### src/rtl/vlr_pkg.sv
package vlr_pkg;

  localparam int VID_W  = 10;
  localparam int IDX_W  = 6;
  localparam int NR_SGI = 16;

  localparam int VID_LSB = 0;
  localparam int PID_LSB = 10;
  localparam int PRI_LSB = 23;
  localparam int ST_LSB  = 28;
  localparam int GRP_BIT = 30;
  localparam int HW_BIT  = 31;

  localparam logic [31:0] ENT_WMASK = 32'hFF8F_FFFF;

  typedef enum logic [1:0] {
    OP_LOOK  = 2'd0,
    OP_ACK   = 2'd1,
    OP_EOI   = 2'd2,
    OP_DEACT = 2'd3
  } op_e;

  localparam logic [1:0] ST_INV = 2'd0;

endpackage

### src/rtl/vlr_entry.sv
module vlr_entry (
  input  logic        clk,
  input  logic        rst_n,
  input  logic        wr_sel,
  input  logic [31:0] wr_val,
  input  logic        clr_pend,
  input  logic        set_act,
  input  logic        clr_act,
  output logic [31:0] q
);
  import vlr_pkg::*;

  logic [31:0] q_nxt;
  logic        q_en;

  always_comb begin
    q_en  = wr_sel | clr_pend | set_act | clr_act;
    q_nxt = q;
    if (wr_sel) begin
      q_nxt = wr_val;
    end else begin
      if (clr_pend) q_nxt[ST_LSB]   = 1'b0;
      if (set_act)  q_nxt[ST_LSB+1] = 1'b1;
      if (clr_act)  q_nxt[ST_LSB+1] = 1'b0;
    end
  end

  always_ff @(posedge clk or negedge rst_n) begin
    if (!rst_n)    q <= '0;
    else if (q_en) q <= q_nxt;
  end

endmodule

### src/rtl/vlr_match.sv
module vlr_match #(
  parameter int NLR    = 8,
  parameter int LIDX_W = 3
) (
  input  logic [NLR-1:0][11:0] keys,
  input  logic [9:0]           vid,
  output logic                 hit,
  output logic [LIDX_W-1:0]    idx,
  output logic                 act_any
);

  logic [NLR-1:0] live;
  logic [NLR-1:0] actv;

  for (genvar e = 0; e < NLR; e++) begin : g_cmp
    logic same;
    assign same    = (keys[e][9:0] == vid);
    assign live[e] = same && (keys[e][11:10] != 2'd0);
    assign actv[e] = same && keys[e][11];
  end

  always_comb begin
    hit     = |live;
    act_any = |actv;
    idx     = '0;
    for (int i = NLR - 1; i >= 0; i--) begin
      if (live[i]) idx = LIDX_W'(i);
    end
  end

endmodule

### src/rtl/vlr_fwd_filter.sv
module vlr_fwd_filter #(
  parameter int NCPU    = 2,
  parameter int MAX_IRQ = 96,
  parameter bit SEC_EXT = 1'b1,
  parameter int CPU_W   = 1
) (
  input  logic                    cand,
  input  logic [9:0]              pid,
  input  logic [CPU_W-1:0]        cpu,
  input  logic [NCPU*MAX_IRQ-1:0] grp1,
  output logic                    pass
);
  import vlr_pkg::*;

  logic in_range;
  assign in_range = (int'(pid) >= NR_SGI) && (int'(pid) < MAX_IRQ);

  if (SEC_EXT) begin : g_sec
    logic grp_ok;
    always_comb begin
      grp_ok = 1'b0;
      if (in_range && (int'(cpu) < NCPU))
        grp_ok = grp1[int'(cpu) * MAX_IRQ + int'(pid)];
    end
    assign pass = cand && in_range && grp_ok;
  end else begin : g_open
    logic unused_grp;
    assign unused_grp = ^{grp1, cpu};
    assign pass = cand && in_range;
  end

endmodule

### src/rtl/vlr_file.sv
module vlr_file #(
  parameter int NCPU    = 2,
  parameter int NLR     = 8,
  parameter int MAX_IRQ = 96,
  parameter bit SEC_EXT = 1'b1,
  localparam int CPU_W  = (NCPU > 1) ? $clog2(NCPU) : 1,
  localparam int VCPU_W = $clog2(2 * NCPU)
) (
  input  logic                    clk,
  input  logic                    rst_n,
  input  logic                    wr_en,
  input  logic [CPU_W-1:0]        wr_cpu,
  input  logic [5:0]              wr_idx,
  input  logic [31:0]             wr_data,
  input  logic [CPU_W-1:0]        rd_cpu,
  input  logic [5:0]              rd_idx,
  output logic [31:0]             rd_data,
  input  logic                    op_valid,
  input  logic [1:0]              op_kind,
  input  logic [VCPU_W-1:0]       op_vcpu,
  input  logic [9:0]              op_vid,
  input  logic [NCPU*MAX_IRQ-1:0] phys_grp1,
  output logic                    res_valid,
  output logic                    res_hit,
  output logic [5:0]              res_idx,
  output logic [7:0]              res_prio,
  output logic                    res_grp,
  output logic                    res_ok,
  output logic                    fwd_valid,
  output logic [CPU_W-1:0]        fwd_cpu,
  output logic [9:0]              fwd_pid
);
  import vlr_pkg::*;

  localparam int LIDX_W = (NLR > 1) ? $clog2(NLR) : 1;

  // ---------------- requester processor mapping ----------------
  logic [VCPU_W-1:0] rc_full;
  logic [CPU_W-1:0]  op_cpu;
  logic              op_cpu_ok;

  always_comb begin
    if ({1'b0, op_vcpu} >= (VCPU_W+1)'(NCPU)) rc_full = op_vcpu - VCPU_W'(NCPU);
    else                                      rc_full = op_vcpu;
    op_cpu    = rc_full[CPU_W-1:0];
    op_cpu_ok = ({1'b0, rc_full} < (VCPU_W+1)'(NCPU));
  end

  // ---------------- entry storage ----------------
  logic [31:0]           ent [NCPU][NLR];
  logic [NLR-1:0][11:0]  keys;
  logic                  m_hit;
  logic                  m_act;
  logic [LIDX_W-1:0]     m_idx;
  logic                  ack_fire;
  logic                  deact_fire;
  logic [31:0]           wr_val;

  assign wr_val = wr_data & ENT_WMASK;

  for (genvar c = 0; c < NCPU; c++) begin : g_cpu
    for (genvar e = 0; e < NLR; e++) begin : g_ent
      logic sel_w;
      logic sel_op;
      assign sel_w  = wr_en && (wr_cpu == CPU_W'(c)) && (wr_idx == 6'(e));
      assign sel_op = (op_cpu == CPU_W'(c)) && (m_idx == LIDX_W'(e));
      vlr_entry i_ent (
        .clk      (clk),
        .rst_n    (rst_n),
        .wr_sel   (sel_w),
        .wr_val   (wr_val),
        .clr_pend (ack_fire && sel_op),
        .set_act  (ack_fire && sel_op),
        .clr_act  (deact_fire && sel_op),
        .q        (ent[c][e])
      );
    end
  end

  // ---------------- read port ----------------
  always_comb begin
    rd_data = '0;
    if (({1'b0, rd_cpu} < (CPU_W+1)'(NCPU)) && ({1'b0, rd_idx} < 7'(NLR)))
      rd_data = ent[rd_cpu][rd_idx[LIDX_W-1:0]];
  end

  // ---------------- associative search ----------------
  for (genvar e = 0; e < NLR; e++) begin : g_key
    assign keys[e] = op_cpu_ok ? {ent[op_cpu][e][ST_LSB+1:ST_LSB], ent[op_cpu][e][VID_LSB+9:VID_LSB]}
                               : 12'd0;
  end

  vlr_match #(.NLR(NLR), .LIDX_W(LIDX_W)) i_match (
    .keys    (keys),
    .vid     (op_vid),
    .hit     (m_hit),
    .idx     (m_idx),
    .act_any (m_act)
  );

  // ---------------- fields of the found entry ----------------
  logic [4:0] h_pri;
  logic       h_grp;
  logic       h_hw;
  logic [9:0] h_pid;

  always_comb begin
    h_pri = '0;
    h_grp = 1'b0;
    h_hw  = 1'b0;
    h_pid = '0;
    if (m_hit) begin
      h_pri = ent[op_cpu][m_idx][PRI_LSB+4:PRI_LSB];
      h_grp = ent[op_cpu][m_idx][GRP_BIT];
      h_hw  = ent[op_cpu][m_idx][HW_BIT];
      h_pid = ent[op_cpu][m_idx][PID_LSB+9:PID_LSB];
    end
  end

  assign ack_fire   = op_valid && (op_kind == OP_ACK) && m_hit;
  assign deact_fire = op_valid && (op_kind == OP_DEACT) && m_hit && m_act;

  // ---------------- hardware deactivation forward ----------------
  logic fwd_pass;

  vlr_fwd_filter #(.NCPU(NCPU), .MAX_IRQ(MAX_IRQ), .SEC_EXT(SEC_EXT), .CPU_W(CPU_W)) i_filt (
    .cand (deact_fire && h_hw),
    .pid  (h_pid),
    .cpu  (op_cpu),
    .grp1 (phys_grp1),
    .pass (fwd_pass)
  );

  // ---------------- result next state ----------------
  logic       res_hit_d;
  logic [5:0] res_idx_d;
  logic [7:0] res_prio_d;
  logic       res_grp_d;
  logic       res_ok_d;

  always_comb begin
    res_hit_d  = m_hit;
    res_idx_d  = m_hit ? 6'(m_idx) : 6'd0;
    res_prio_d = {h_pri, 3'b000};
    res_grp_d  = h_grp;
    res_ok_d   = m_act;
  end

  // ---------------- result and forward registers ----------------
  always_ff @(posedge clk or negedge rst_n) begin
    if (!rst_n) begin
      res_valid <= 1'b0;
      res_hit   <= 1'b0;
      res_idx   <= '0;
      res_prio  <= '0;
      res_grp   <= 1'b0;
      res_ok    <= 1'b0;
      fwd_valid <= 1'b0;
      fwd_cpu   <= '0;
      fwd_pid   <= '0;
    end else begin
      res_valid <= op_valid;
      if (op_valid) begin
        res_hit  <= res_hit_d;
        res_idx  <= res_idx_d;
        res_prio <= res_prio_d;
        res_grp  <= res_grp_d;
        res_ok   <= res_ok_d;
      end
      fwd_valid <= fwd_pass;
      if (fwd_pass) begin
        fwd_cpu <= op_cpu;
        fwd_pid <= h_pid;
      end
    end
  end

endmodule

### config.mk
export PLATFORM = sky130hd
export DESIGN_NAME = vlr_file
export DESIGN_NICKNAME = d
export VERILOG_FILES = /design/src/rtl/vlr_pkg.sv /design/src/rtl/vlr_entry.sv /design/src/rtl/vlr_match.sv /design/src/rtl/vlr_fwd_filter.sv /design/src/rtl/vlr_file.sv
export SDC_FILE = /design/constraint.sdc
export NUM_CORES = 1
export LEC_CHECK = 0
export BUFFER_PORTS_ARGS = -buffer_cell sky130_fd_sc_hd__buf_2
export CORE_MARGIN = 2
export CORE_UTILIZATION = 60
export DETAILED_ROUTE_END_ITERATION = 16
export PLACE_DENSITY = 0.84
export RECOVER_POWER = 25
export SLEW_MARGIN = 5
export SYNTH_ARGS = -nofsm -noshare
export SYNTH_HDL_FRONTEND = slang
export SYNTH_HIERARCHICAL = 1
export SYNTH_SLANG_ARGS = --single-unit
### constraint.sdc
create_clock -name clk -period 9.8 [get_ports clk]
set_input_delay 0.49 -clock clk [delete_from_list [all_inputs] [get_ports clk]]
set_output_delay 0.49 -clock clk [all_outputs]
set_load 0.02 [all_outputs]
==> reports/metrics.cfg <==
[yosys]
synth_common_cells = dfrtp_1 (536), mux2_4 (432), mux4_2 (251)
async_reset_ff_share_pct = 100
syn_inst = 2126
synth_seq_cells = 536
synth.top_cell.area_share_pct = 40.7
synth_cell_types = 58
ys_seq_area_share_pct = 40.7
ys.flop_type = dfrtp_1
ys_warn_count = 6
synth_edf_count = 0
yosysTopAreaCell = dfrtp_1
synth_most_common_cell = dfrtp_1
synth_area_leaders = dfrtp_1 (41%), mux2_4 (20%), mux4_2 (17%)
syn-cell-area_um2 = 33000
syn_avg_cell_area_um2 = 15.5

[detailed_routing]
first_pass_iters = 7
drt-total-wl_um = 93400
post_drt_wl_per_cell_um = 29.6
drc = 0
routed_via_density = 6.73
drt-initial-drc-count = 2238
via_count = 21200
antenna_left = 0

[floorplanning]
die_h_um = 238
io_pins = 318
core-area_um2 = 54100
fp-row-count = 85
die_area_um2 = 56900
die_w_um = 238
start_util_pct = 60.9

[placement]
gp_congestion = 0.934
placed_area_um2 = 34400
io_buffers = 307
post-dp-hpwl_um = 56800
dp_slack_ns = 1.93
placed_cells_incl_taps = 3046

[clock_tree]
clk_latency_ns = 0.63
tritoncts = done
clk_pin_slew_ns = 0.06
h-tree-depth = 2
cts_made_buffers = 56
cts_resized = 0
cts_root_buf = clkbuf_16
cts.sinks = 536
clock_path_buffers = 3

[min_path]
hp-start = wr_data[29]
holdPathEnd = g_cpu[0].g_ent[4].i_ent/q[29]
hp-class = input pin to flop
min_path_cells = 3

[sta]
period_share_pct = 76.4
grt_setup_unrepaired = false
fin_setup_tns_ns = 0
clock_skew_ns = 0.0391
slew_headroom_pct = -329
min_period_ns = 7.49
hold_viol = 0
finalSetupViolCount = 0
fin_ws_ns = 2.31
tightest_slew_ns = 6.44
slew_viol_final = 282
max_clock_freq_mhz = 134

[critical_path]
reg2reg_from = g_cpu[1].g_ent[7].i_ent/q[3]
worstPathRequired_ns = 10.29
path_buf_inv = 3
crit_family = simple AND/OR/NAND/NOR gates
end_kind = flop
worst_path_max_delay_cell = a21oi_4
crit-reg2reg-capture = fwd_pid[1]
crit_fanout = 89
r2r_setup_slack_ns = 2.67
crit_cells = 19
crit_arrival_ns = 7.98
crit_chain = clkbuf_8 -> mux2_2 -> xnor2_1 -> nand4_1 -> nor4_1 -> o211ai_1 -> a21oi_4 -> nand2b_1 -> o22ai_1 -> a211oi_4 -> buf_4 -> nor2b_1 -> a22o_1 -> or3_1 -> a31oi_1 -> a21oi_1 -> nor4_2 -> buf_4 -> mux2_2
slowest_delay_ns = 0.70
r2r_cells = 18
critPathKind = input pin to flop
crit_path_start_kind = input pin

[run_status]
outcome = finished with violations
violations = max-capacitance violations, max-slew violations

[global_routing]
antenna_found_initial = 9
grt_max_degree = 197
grt_pass1_wl_um = 142000
grt_usage_pct = 33.0
grt_pass1_vias = 22800
grt-ovfl-total = 0

[cells_and_area]
synthToLayoutAreaGrowth_pct = 8.98
drive_above_1_share_pct = 49.9
final_cell_area_um2 = 35900
finalNonFillerCells = 3155
nNetsFinal = 2667

[power_and_ir_drop]
power_w = 0.00573
power_density_nw_per_um2 = 159
p_leak_nw = 16.1
peakVddDrop_uv = 134

[job]
max-cap-violations = 10

[registers in the layout, indices dropped and copies added, names as in the netlist]
| register | cells |
|---|---|
| res_ok | 1 |
| res_prio | 5 |
| res_grp | 1 |
| fwd_pid | 10 |
| res_valid | 1 |
| fwd_valid | 1 |
| res_hit | 1 |
| g_cpu.g_ent.i_ent/q | 512 |
| res_idx | 3 |
| fwd_cpu | 1 |
[where the power goes]
group,internal (W),switching (W)
Sequential,0.00239,0.000139
Clock,0.00143,0.000950
Combinational,0.000460,0.000360
[worst max-delay path by stage]
stage,from,end,slack [ns]
finish,op_vcpu[0],fwd_pid[1],2.31
global route,rst_n,g_cpu[1].g_ent[2].i_ent/q[8],1.41
CTS,op_vcpu[0],fwd_pid[1],2.53
detailed placement,op_vcpu[0],fwd_pid[3],1.93
global placement,op_vcpu[0],fwd_cpu,2.07
floorplan,op_vcpu[0],fwd_cpu,3.05
[timing repair]
| action | CTS | global route |
|---|---|---|
| hold endpoints to repair | 44 | 0 |
| hold buffers | 1 | 0 |
| setup buffers | 0 | 0 |
[worst reg2reg max path, cell delays in order, from the launching register on]
cell and delay (ns):
dfrtp_1 0.40, mux2_2 0.28, xnor2_1 0.30, nand4_1 0.29, nor4_1 0.57, o211ai_1 0.22, a21oi_4 0.70, nand2b_1 0.69
o22ai_1 0.24, a211oi_4 0.68, buf_4 0.49, nor2b_1 0.30, a22o_1 0.26, or3_1 0.34, a31oi_1 0.17, a21oi_1 0.14
nor4_2 0.27, buf_4 0.28, mux2_2 0.36
[placed cells by master (no fill, tap or decap), types with 22 or more instances in the layout]
master	Yosys	layout
dfrtp_1	536	536
mux2_4	432	317
buf_2	40	277
mux4_2	251	251
mux2_2	185	208
mux2_1	0	92
nor2_1	78	71
clkbuf_16	0	58
nand2_1	57	57
conb_1	1	54
xor2_1	41	41
xnor2_1	40	40
nor2b_1	39	39
buf_4	15	37
nand2b_1	33	33
clkbuf_1	33	33
mux2i_1	31	31
a22oi_1	26	26
o21ai_0	22	22
[final cells by class]
class / count / area (µm²)
timing repair buffer: 351 / 1860
clock inverter: 31 / 445
inverter: 9 / 33.8
clock buffer: 71 / 1620
tap: 696 / 871
multi-input combinational: 1455 / 17700
sequential: 536 / 13400
antenna: 6 / 15.0
fill: 3726 / 18200
[cells by family (layout without fill, tap and decap cells)]
| family | after synthesis | count (layout) | share of synthesized area, % |
|---|---|---|---|
| mux | 903 | 903 | 44.4 |
| flops | 536 | 536 | 40.7 |
| simple gates | 286 | 286 | 4.49 |
| buf+inv | 188 | 462 | 5.42 |
| compound gates | 128 | 128 | 2.74 |
| xor+xnor | 82 | 82 | 2.20 |
| fa+ha+maj | 2 | 2 | 0.0986 |
| other cells | 1 | 60 | 0.0114 |
[per-layer routing]
| layer | global-route usage [%] | routed length [µm] | vias up | part of all wire, % |
|---|---|---|---|---|
| li1 | - | - | 8597 | - |
| met1 | 44.8 | 36400 | 11200 | 39 |
| met2 | 52.5 | 45000 | 1157 | 48 |
| met3 | 6.44 | 7920 | 284 | 8.5 |
| met4 | 14.3 | 3970 | 8 | 4.2 |
| met5 | 0 | 58 | - | 0.062 |
[through the flow]
stage	utilization, %	hold slack, ns
floorplan	-	0.194
global placement	63.5	0.484
detailed placement	63.5	0.491
CTS	67.4	0.161
global route	66.4	0.282
finish	66.4	0.280
Note: power is estimated with default switching activity, not from simulation.
